### config.mk
export PLATFORM = sky130hd
export DESIGN_NAME = cond_eval_unit
export DESIGN_NICKNAME = d
export VERILOG_FILES = /design/src/rtl/cev_pkg.sv /design/src/rtl/cev_compare.sv /design/src/rtl/cev_flag_pick.sv /design/src/rtl/cev_decide.sv /design/src/rtl/cond_eval_unit.sv
export SDC_FILE = /design/constraint.sdc
export NUM_CORES = 1
export LEC_CHECK = 0
export ABC_AREA = 1
export BUFFER_PORTS_ARGS = -buffer_cell sky130_fd_sc_hd__clkbuf_2
export CORE_MARGIN = 2
export CORE_UTILIZATION = 35
export CTS_CLUSTER_SIZE = 20
export DETAILED_ROUTE_END_ITERATION = 8
export PLACE_DENSITY = 0.61
export REMOVE_ABC_BUFFERS = 1
export SYNTH_ARGS = -nofsm -noshare
export SYNTH_HDL_FRONTEND = slang
export SYNTH_SLANG_ARGS = --single-unit
### constraint.sdc
create_clock -name clk -period 2.89 [get_ports clk]
set_input_delay 0.289 -clock clk [delete_from_list [all_inputs] [get_ports clk]]
set_output_delay 0.289 -clock clk [all_outputs]
set_load 0.02 [all_outputs]
### src/rtl/cev_pkg.sv
package cev_pkg;

    typedef enum logic [4:0] {
        OP_NONE       = 5'd0,
        OP_REG_EQ     = 5'd1,
        OP_REG_NE     = 5'd2,
        OP_GEZ        = 5'd3,
        OP_GTZ        = 5'd4,
        OP_LEZ        = 5'd5,
        OP_LTZ        = 5'd6,
        OP_GEZ_LNK    = 5'd7,
        OP_LTZ_LNK    = 5'd8,
        OP_TR_EQ      = 5'd9,
        OP_TR_NE      = 5'd10,
        OP_TR_GE      = 5'd11,
        OP_TR_GEU     = 5'd12,
        OP_TR_LT      = 5'd13,
        OP_TR_LTU     = 5'd14,
        OP_TI_EQ      = 5'd15,
        OP_TI_NE      = 5'd16,
        OP_TI_GE      = 5'd17,
        OP_TI_GEU     = 5'd18,
        OP_TI_LT      = 5'd19,
        OP_TI_LTU     = 5'd20,
        OP_FLAG_BR_T  = 5'd21,
        OP_FLAG_BR_F  = 5'd22,
        OP_FLAG_MV_T  = 5'd23,
        OP_FLAG_MV_F  = 5'd24,
        OP_MV_ZERO    = 5'd25,
        OP_MV_NZERO   = 5'd26
    } cond_op_e;

    typedef enum logic {
        ST_IDLE = 1'b0,
        ST_DONE = 1'b1
    } seq_state_e;

    typedef struct packed {
        logic br;
        logic mv;
        logic tr;
        logic lk;
    } verdict_t;

endpackage

### src/rtl/cev_compare.sv
module cev_compare #(
    parameter int unsigned XLEN = 32
) (
    input  logic [XLEN-1:0] opa,
    input  logic [XLEN-1:0] opb,
    output logic            is_eq,
    output logic            is_lt_s,
    output logic            is_lt_u
);
    logic [XLEN:0] diff;

    // one subtractor gives both orderings: borrow for unsigned, sign/overflow for signed
    always_comb begin
        diff    = {1'b0, opa} - {1'b0, opb};
        is_eq   = (opa == opb);
        is_lt_u = diff[XLEN];
        if (opa[XLEN-1] != opb[XLEN-1]) begin
            is_lt_s = opa[XLEN-1];
        end else begin
            is_lt_s = diff[XLEN];
        end
    end
endmodule

### src/rtl/cev_flag_pick.sv
module cev_flag_pick #(
    parameter int unsigned FLAG_N = 8,
    localparam int unsigned SEL_W = (FLAG_N > 1) ? $clog2(FLAG_N) : 1
) (
    input  logic [FLAG_N-1:0] flags,
    input  logic [SEL_W-1:0]  sel,
    output logic              picked
);
    logic [FLAG_N-1:0] hit;

    genvar g;
    generate
        for (g = 0; g < FLAG_N; g++) begin : g_hit
            assign hit[g] = flags[g] && (sel == SEL_W'(g));
        end
    endgenerate

    assign picked = |hit;
endmodule

### src/rtl/cev_decide.sv
module cev_decide
    import cev_pkg::*;
#(
    parameter int unsigned XLEN = 32
) (
    input  cond_op_e        op,
    input  logic [XLEN-1:0] rs_val,
    input  logic [XLEN-1:0] rt_val,
    input  logic            r_eq,
    input  logic            r_lt_s,
    input  logic            r_lt_u,
    input  logic            i_eq,
    input  logic            i_lt_s,
    input  logic            i_lt_u,
    input  logic            flag_bit,
    output verdict_t        verdict
);
    logic rs_neg;
    logic rs_zero;
    logic rt_zero;

    always_comb begin
        rs_neg  = rs_val[XLEN-1];
        rs_zero = (rs_val == '0);
        rt_zero = (rt_val == '0);
    end

    always_comb begin
        verdict = '0;
        unique case (op)
            OP_REG_EQ:    verdict.br = r_eq;
            OP_REG_NE:    verdict.br = !r_eq;
            OP_GEZ:       verdict.br = !rs_neg;
            OP_GTZ:       verdict.br = !rs_neg && !rs_zero;
            OP_LEZ:       verdict.br = rs_neg || rs_zero;
            OP_LTZ:       verdict.br = rs_neg;
            OP_GEZ_LNK: begin
                verdict.br = !rs_neg;
                verdict.lk = !rs_neg;
            end
            OP_LTZ_LNK: begin
                verdict.br = rs_neg;
                verdict.lk = rs_neg;
            end
            OP_TR_EQ:     verdict.tr = r_eq;
            OP_TR_NE:     verdict.tr = !r_eq;
            OP_TR_GE:     verdict.tr = !r_lt_s;
            OP_TR_GEU:    verdict.tr = !r_lt_u;
            OP_TR_LT:     verdict.tr = r_lt_s;
            OP_TR_LTU:    verdict.tr = r_lt_u;
            OP_TI_EQ:     verdict.tr = i_eq;
            OP_TI_NE:     verdict.tr = !i_eq;
            OP_TI_GE:     verdict.tr = !i_lt_s;
            OP_TI_GEU:    verdict.tr = !i_lt_u;
            OP_TI_LT:     verdict.tr = i_lt_s;
            OP_TI_LTU:    verdict.tr = i_lt_u;
            OP_FLAG_BR_T: verdict.br = flag_bit;
            OP_FLAG_BR_F: verdict.br = !flag_bit;
            OP_FLAG_MV_T: verdict.mv = flag_bit;
            OP_FLAG_MV_F: verdict.mv = !flag_bit;
            OP_MV_ZERO:   verdict.mv = rt_zero;
            OP_MV_NZERO:  verdict.mv = !rt_zero;
            default:      verdict = '0;
        endcase
    end
endmodule

### src/rtl/cond_eval_unit.sv
module cond_eval_unit
    import cev_pkg::*;
#(
    parameter int unsigned XLEN      = 32,
    parameter int unsigned IMM_W     = 16,
    parameter int unsigned FLAG_N    = 8,
    parameter int unsigned REG_IDX_W = 5,
    parameter int unsigned LINK_REG  = 31,
    parameter int unsigned LINK_OFS  = 8
) (
    input  logic                 clk,
    input  logic                 rst_n,
    input  logic                 in_valid,
    input  logic [4:0]           op_code,
    input  logic [XLEN-1:0]      rs_val,
    input  logic [XLEN-1:0]      rt_val,
    input  logic [IMM_W-1:0]     imm,
    input  logic [FLAG_N-1:0]    fcc,
    input  logic [XLEN-1:0]      pc,
    output logic                 res_valid,
    output logic                 br_taken,
    output logic                 mv_en,
    output logic                 trap_req,
    output logic                 link_we,
    output logic [REG_IDX_W-1:0] link_idx,
    output logic [XLEN-1:0]      link_addr
);
    localparam int unsigned SEL_W  = (FLAG_N > 1) ? $clog2(FLAG_N) : 1;
    localparam int unsigned N_CMP  = 2;

    cond_op_e        op;
    logic [XLEN-1:0] imm_sx;
    logic [XLEN-1:0] cmp_b   [N_CMP];
    logic            cmp_eq  [N_CMP];
    logic            cmp_lts [N_CMP];
    logic            cmp_ltu [N_CMP];
    logic            flag_bit;
    verdict_t        verdict_nxt;
    verdict_t        verdict_q;
    logic [XLEN-1:0] ret_addr_q;
    seq_state_e      state_q;
    seq_state_e      state_nxt;

    assign op     = cond_op_e'(op_code);
    assign imm_sx = {{(XLEN-IMM_W){imm[IMM_W-1]}}, imm};

    // comparator 0: register pair; comparator 1: register against sign-extended immediate
    genvar g;
    generate
        for (g = 0; g < N_CMP; g++) begin : g_cmp
            assign cmp_b[g] = (g == 0) ? rt_val : imm_sx;
            cev_compare #(.XLEN(XLEN)) u_cmp (
                .opa     (rs_val),
                .opb     (cmp_b[g]),
                .is_eq   (cmp_eq[g]),
                .is_lt_s (cmp_lts[g]),
                .is_lt_u (cmp_ltu[g])
            );
        end
    endgenerate

    cev_flag_pick #(.FLAG_N(FLAG_N)) u_flag (
        .flags  (fcc),
        .sel    (imm[SEL_W-1:0]),
        .picked (flag_bit)
    );

    cev_decide #(.XLEN(XLEN)) u_decide (
        .op       (op),
        .rs_val   (rs_val),
        .rt_val   (rt_val),
        .r_eq     (cmp_eq[0]),
        .r_lt_s   (cmp_lts[0]),
        .r_lt_u   (cmp_ltu[0]),
        .i_eq     (cmp_eq[1]),
        .i_lt_s   (cmp_lts[1]),
        .i_lt_u   (cmp_ltu[1]),
        .flag_bit (flag_bit),
        .verdict  (verdict_nxt)
    );

    // next-state: ACCEPT / CHAIN on in_valid, DRAIN otherwise
    always_comb begin
        state_nxt = state_q;
        unique case (state_q)
            ST_IDLE: state_nxt = in_valid ? ST_DONE : ST_IDLE;
            ST_DONE: state_nxt = in_valid ? ST_DONE : ST_IDLE;
            default: state_nxt = ST_IDLE;
        endcase
    end

    // state register
    always_ff @(posedge clk) begin
        if (!rst_n) begin
            state_q <= ST_IDLE;
        end else begin
            state_q <= state_nxt;
        end
    end

    // output register: loaded only on ACCEPT/CHAIN, cleared on DRAIN
    always_ff @(posedge clk) begin
        if (!rst_n) begin
            verdict_q  <= '0;
            ret_addr_q <= '0;
        end else if (in_valid) begin
            verdict_q  <= verdict_nxt;
            ret_addr_q <= verdict_nxt.lk ? (pc + XLEN'(LINK_OFS)) : '0;
        end else begin
            verdict_q  <= '0;
            ret_addr_q <= '0;
        end
    end

    always_comb begin
        res_valid = (state_q == ST_DONE);
        br_taken  = verdict_q.br;
        mv_en     = verdict_q.mv;
        trap_req  = verdict_q.tr;
        link_we   = verdict_q.lk;
        link_idx  = verdict_q.lk ? REG_IDX_W'(LINK_REG) : '0;
        link_addr = ret_addr_q;
    end
endmodule

==> impl_metrics.prom <==
# TYPE chip_impl_metric gauge
chip_impl_metric{name="routed_via_density",unit=""} 4.844
chip_impl_info{name="timing.critical_path.to_type",value="flip-flop"} 1
chip_impl_metric{name="synth.lib_cells_used.distinct",unit=""} 38
chip_impl_metric{name="cts.sinks",unit=""} 37
chip_impl_info{name="synth_most_common_cell",value="sky130_fd_sc_hd__nand2_1"} 1
chip_impl_metric{name="floorplan.rows",unit=""} 38
chip_impl_metric{name="nets",unit=""} 960
chip_impl_metric{name="number_of_global_route_vias_before_repair",unit=""} 4188
chip_impl_metric{name="max_slew.worst_pin.slew",unit="ns"} 0.5633
chip_impl_metric{name="die_w",unit="um"} 109.1
chip_impl_metric{name="vert_die_dim",unit="um"} 109.1
chip_impl_metric{name="pre_cts_ws",unit="ns"} 0.5830
chip_impl_metric{name="setup_viol",unit=""} 0
chip_impl_metric{name="yosys_warnings",unit=""} 0
chip_impl_info{name="synth_top_area_cell",value="sky130_fd_sc_hd__ha_1"} 1
chip_impl_metric{name="first_pass_grt_wire_length",unit="mm"} 18.01
chip_impl_info{name="rsz0062_at_grt",value="no"} 1
chip_impl_metric{name="fin_worst_hold_slack",unit="ns"} 0.1913
chip_impl_metric{name="drive_above_1_share",unit="%"} 26.43
chip_impl_info{name="cts_tree",value="built"} 1
chip_impl_metric{name="clockBufferDepth",unit=""} 2
chip_impl_metric{name="worst-endpoint-required",unit="ns"} 3.08
chip_impl_metric{name="floorplan.die_area",unit="sq um"} 11890
chip_impl_metric{name="grt_max_degree",unit=""} 23
chip_impl_metric{name="worst_slack",unit="ns"} 0.8434
chip_impl_metric{name="async_flop_share",unit="%"} 0
chip_impl_metric{name="cts_max_level",unit=""} 2
chip_impl_metric{name="mean_routed_wirelength_per_cell",unit="um"} 12.19
chip_impl_info{name="postSynth.topFlopCell",value="sky130_fd_sc_hd__dfxtp_1"} 1
chip_impl_metric{name="cp_max_fo",unit=""} 17
chip_impl_info{name="timing.setup.critical_path_class",value="in -> reg"} 1
chip_impl_info{name="run_status",value="finished, final reports clean"} 1
chip_impl_metric{name="antennaDiodeCount",unit=""} 0
chip_impl_metric{name="critical_path.max_stage_delay",unit="ns"} 0.41
chip_impl_metric{name="cts-resized-gates",unit=""} 0
chip_impl_metric{name="critical_path_arrival",unit="ns"} 2.24
chip_impl_metric{name="synth.top_cell.area_share",unit="%"} 21.06
chip_impl_metric{name="cts_hold_buffers",unit=""} 0
chip_impl_metric{name="synth.ff_latch_count",unit=""} 37
chip_impl_metric{name="synth_enable_flop_cells",unit=""} 0
chip_impl_metric{name="post-dp-hpwl",unit="mm"} 9.671
chip_impl_metric{name="power.ir.vdd_worst",unit="mV"} 0.2770
chip_impl_metric{name="grt_antenna_before_repair",unit=""} 0
chip_impl_info{name="crit_path_cell_trace",value="clkbuf_2 -> inv_1 -> ha_1 -> nand2_1 -> inv_1 -> nand2_1 -> nand2_1 -> nand2_1 -> nand3_1 -> a21oi_1 -> nand3_1 -> nand3_1 -> nand2_1 -> inv_1 -> nand3_1 -> nand2_1 -> inv_1"} 1
chip_impl_metric{name="fp.coreArea",unit="sq um"} 10790
chip_impl_metric{name="design_area",unit="sq um"} 4961
chip_impl_metric{name="design.portCount",unit=""} 170
chip_impl_metric{name="post-route-period-util",unit="%"} 70.82
chip_impl_metric{name="num_vias",unit=""} 4398
chip_impl_metric{name="numPortBuffers",unit=""} 169
chip_impl_metric{name="tritoncts.num_buffers",unit=""} 5
chip_impl_info{name="root_driver",value="sky130_fd_sc_hd__clkbuf_8"} 1
chip_impl_metric{name="grt_use_total",unit="%"} 18.57
chip_impl_metric{name="cells_after_synthesis",unit=""} 598
chip_impl_metric{name="count_of_routing_violations_after_the_opening_detailed_route_iteration",unit=""} 200
chip_impl_metric{name="drc",unit=""} 0
chip_impl_metric{name="final-max-slew-violation-count",unit=""} 0
chip_impl_info{name="timing.critical_path.from_type",value="primary input"} 1
chip_impl_info{name="synth_top_cells_by_count",value="sky130_fd_sc_hd__nand2_1 (126), sky130_fd_sc_hd__inv_1 (109), sky130_fd_sc_hd__nor2_1 (76)"} 1
chip_impl_metric{name="post_synth_instance_area",unit="sq um"} 3862
chip_impl_info{name="crit_slowest_cell",value="sky130_fd_sc_hd__inv_1"} 1
chip_impl_metric{name="period_needed",unit="ns"} 2.047
chip_impl_metric{name="overflow_left_after_global_routing",unit=""} 0
chip_impl_metric{name="area_delta_synth_final",unit="%"} 28.44
chip_impl_metric{name="synth_sequential_area_ratio",unit="%"} 19.18
chip_impl_metric{name="drt-pass1-iter-count",unit=""} 5
chip_impl_metric{name="avgSynthCellArea",unit="sq um"} 6.459
chip_impl_metric{name="leakagePower",unit="nW"} 2.815
chip_impl_metric{name="floorplan.initialDensity",unit="%"} 35.79
chip_impl_metric{name="route.antenna.remaining_nets",unit=""} 0
chip_impl_metric{name="worst_slew_margin_rel",unit="%"} 62.40
chip_impl_metric{name="dpl-instance-area",unit="sq um"} 4841
chip_impl_metric{name="fin_setup_tns",unit="ns"} 0
chip_impl_metric{name="report.final.hold_viol_count",unit=""} 0
chip_impl_metric{name="number_of_maximum_capacitance_constraint_violations",unit=""} 0
chip_impl_info{name="path_common_cell",value="sky130_fd_sc_hd__nand2_1"} 1
chip_impl_metric{name="cts.reportedPaths.clkPinSlew",unit="ns"} 0.07
chip_impl_metric{name="maxClockFrequency",unit="MHz"} 488.6
chip_impl_metric{name="postCtsSetupRepairBufs",unit=""} 0
chip_impl_metric{name="drt-total-wl",unit="mm"} 11.07
chip_impl_info{name="holdCritPathClass",value="in -> reg"} 1
chip_impl_metric{name="gp_congestion",unit=""} 0.9302
chip_impl_metric{name="powerDensity",unit="nW/um^2"} 290.1
chip_impl_info{name="synthTopCellsByArea",value="sky130_fd_sc_hd__ha_1 (21%), sky130_fd_sc_hd__dfxtp_1 (19%), sky130_fd_sc_hd__nand2_1 (12%), sky130_fd_sc_hd__inv_1 (11%), sky130_fd_sc_hd__nor2_1 (7.4%)"} 1
kinds of logic (layout without fill, tap and decap cells):
group | Yosys count | count (layout) | share of synthesized area, %
fa+ha+maj | 65 | 65 | 21.06
flops | 37 | 37 | 19.18
compound gates | 80 | 80 | 11.24
xor+xnor | 4 | 4 | 0.9072
buf+inv | 118 | 288 | 11.99
simple gates | 294 | 294 | 35.63
final timing paths:
path	from	end	slack (ns)	cells past startpoint
worst max-delay path	imm[15]	trap_req	0.84	17
worst min-delay path	pc[2]	link_addr[2]	0.19	3
per-layer routing:
layer	wire length, um	global-route usage (%)	vias to the layer above
met5	0	0	-
met4	223	6.044	0
met3	850	3.048	19
met2	5181	33.05	157
met1	4817	22.59	1934
li1	-	-	2288
registers in the layout, indices dropped and copies added (netlist names):
signal	cells
link_addr	32
br_taken	1
link_we	1
mv_en	1
res_valid	1
trap_req	1
critical path: cells and delay by family:
family                   cells  cell delay (ns)
AND/OR/NAND/NOR             10             0.77
adder cells (fa/ha/maj)      1             0.35
buffers and inverters        5             0.62
AO/OA/AOI/OAI                1             0.19
power breakdown:
group / total [mW] / leakage (nW) / internal, mW / switching [mW]
logic: 0.446 / 2.46 / 0.186 / 0.260
registers: 0.515 / 0.299 / 0.513 / 0.00115
clock network: 0.478 / 0.0574 / 0.281 / 0.197
cells in the final DEF (no fill, tap or decap), types with 2 or more instances in the layout:
cell type                  instances
sky130_fd_sc_hd__a21o_1            2
sky130_fd_sc_hd__a21oi_1          40
sky130_fd_sc_hd__a31oi_1           4
sky130_fd_sc_hd__clkbuf_2        169
sky130_fd_sc_hd__clkbuf_8          6
sky130_fd_sc_hd__dfxtp_1          37
sky130_fd_sc_hd__ha_1             65
sky130_fd_sc_hd__inv_1           109
sky130_fd_sc_hd__nand2_1         126
sky130_fd_sc_hd__nand2_2           6
sky130_fd_sc_hd__nand3_1          22
sky130_fd_sc_hd__nand4_1          11
sky130_fd_sc_hd__nor2_1           76
sky130_fd_sc_hd__nor2_2            2
sky130_fd_sc_hd__nor2_4            6
sky130_fd_sc_hd__nor3_1           14
sky130_fd_sc_hd__nor3b_1           5
sky130_fd_sc_hd__nor4_1           15
sky130_fd_sc_hd__o211ai_1          4
sky130_fd_sc_hd__o21a_1            3
sky130_fd_sc_hd__o21ai_0          22
sky130_fd_sc_hd__o21ai_1           2
sky130_fd_sc_hd__or2_2             3
sky130_fd_sc_hd__xor2_1            3
through the flow:
stage	instances	power (mW)	util (%)
after global routing	908	1.539	45.97
after detailed placement	900	0.9708	44.85
final	908	1.439	45.97
after global placement	900	0.9570	44.85
after CTS	908	1.447	45.97
after floorplan	590	0.7774	-
layout make-up:
class | count | area (sq um)
Tap cell | 140 | 175.2
Timing Repair Buffer | 170 | 853.3
Clock buffer | 6 | 82.58
Fill cell | 1099 | 5832
Clock inverter | 2 | 37.54
Sequential cell | 37 | 740.7
Multi-Input combinational cell | 443 | 2659
Inverter | 110 | 412.9
(Power assumes the default switching activity.)
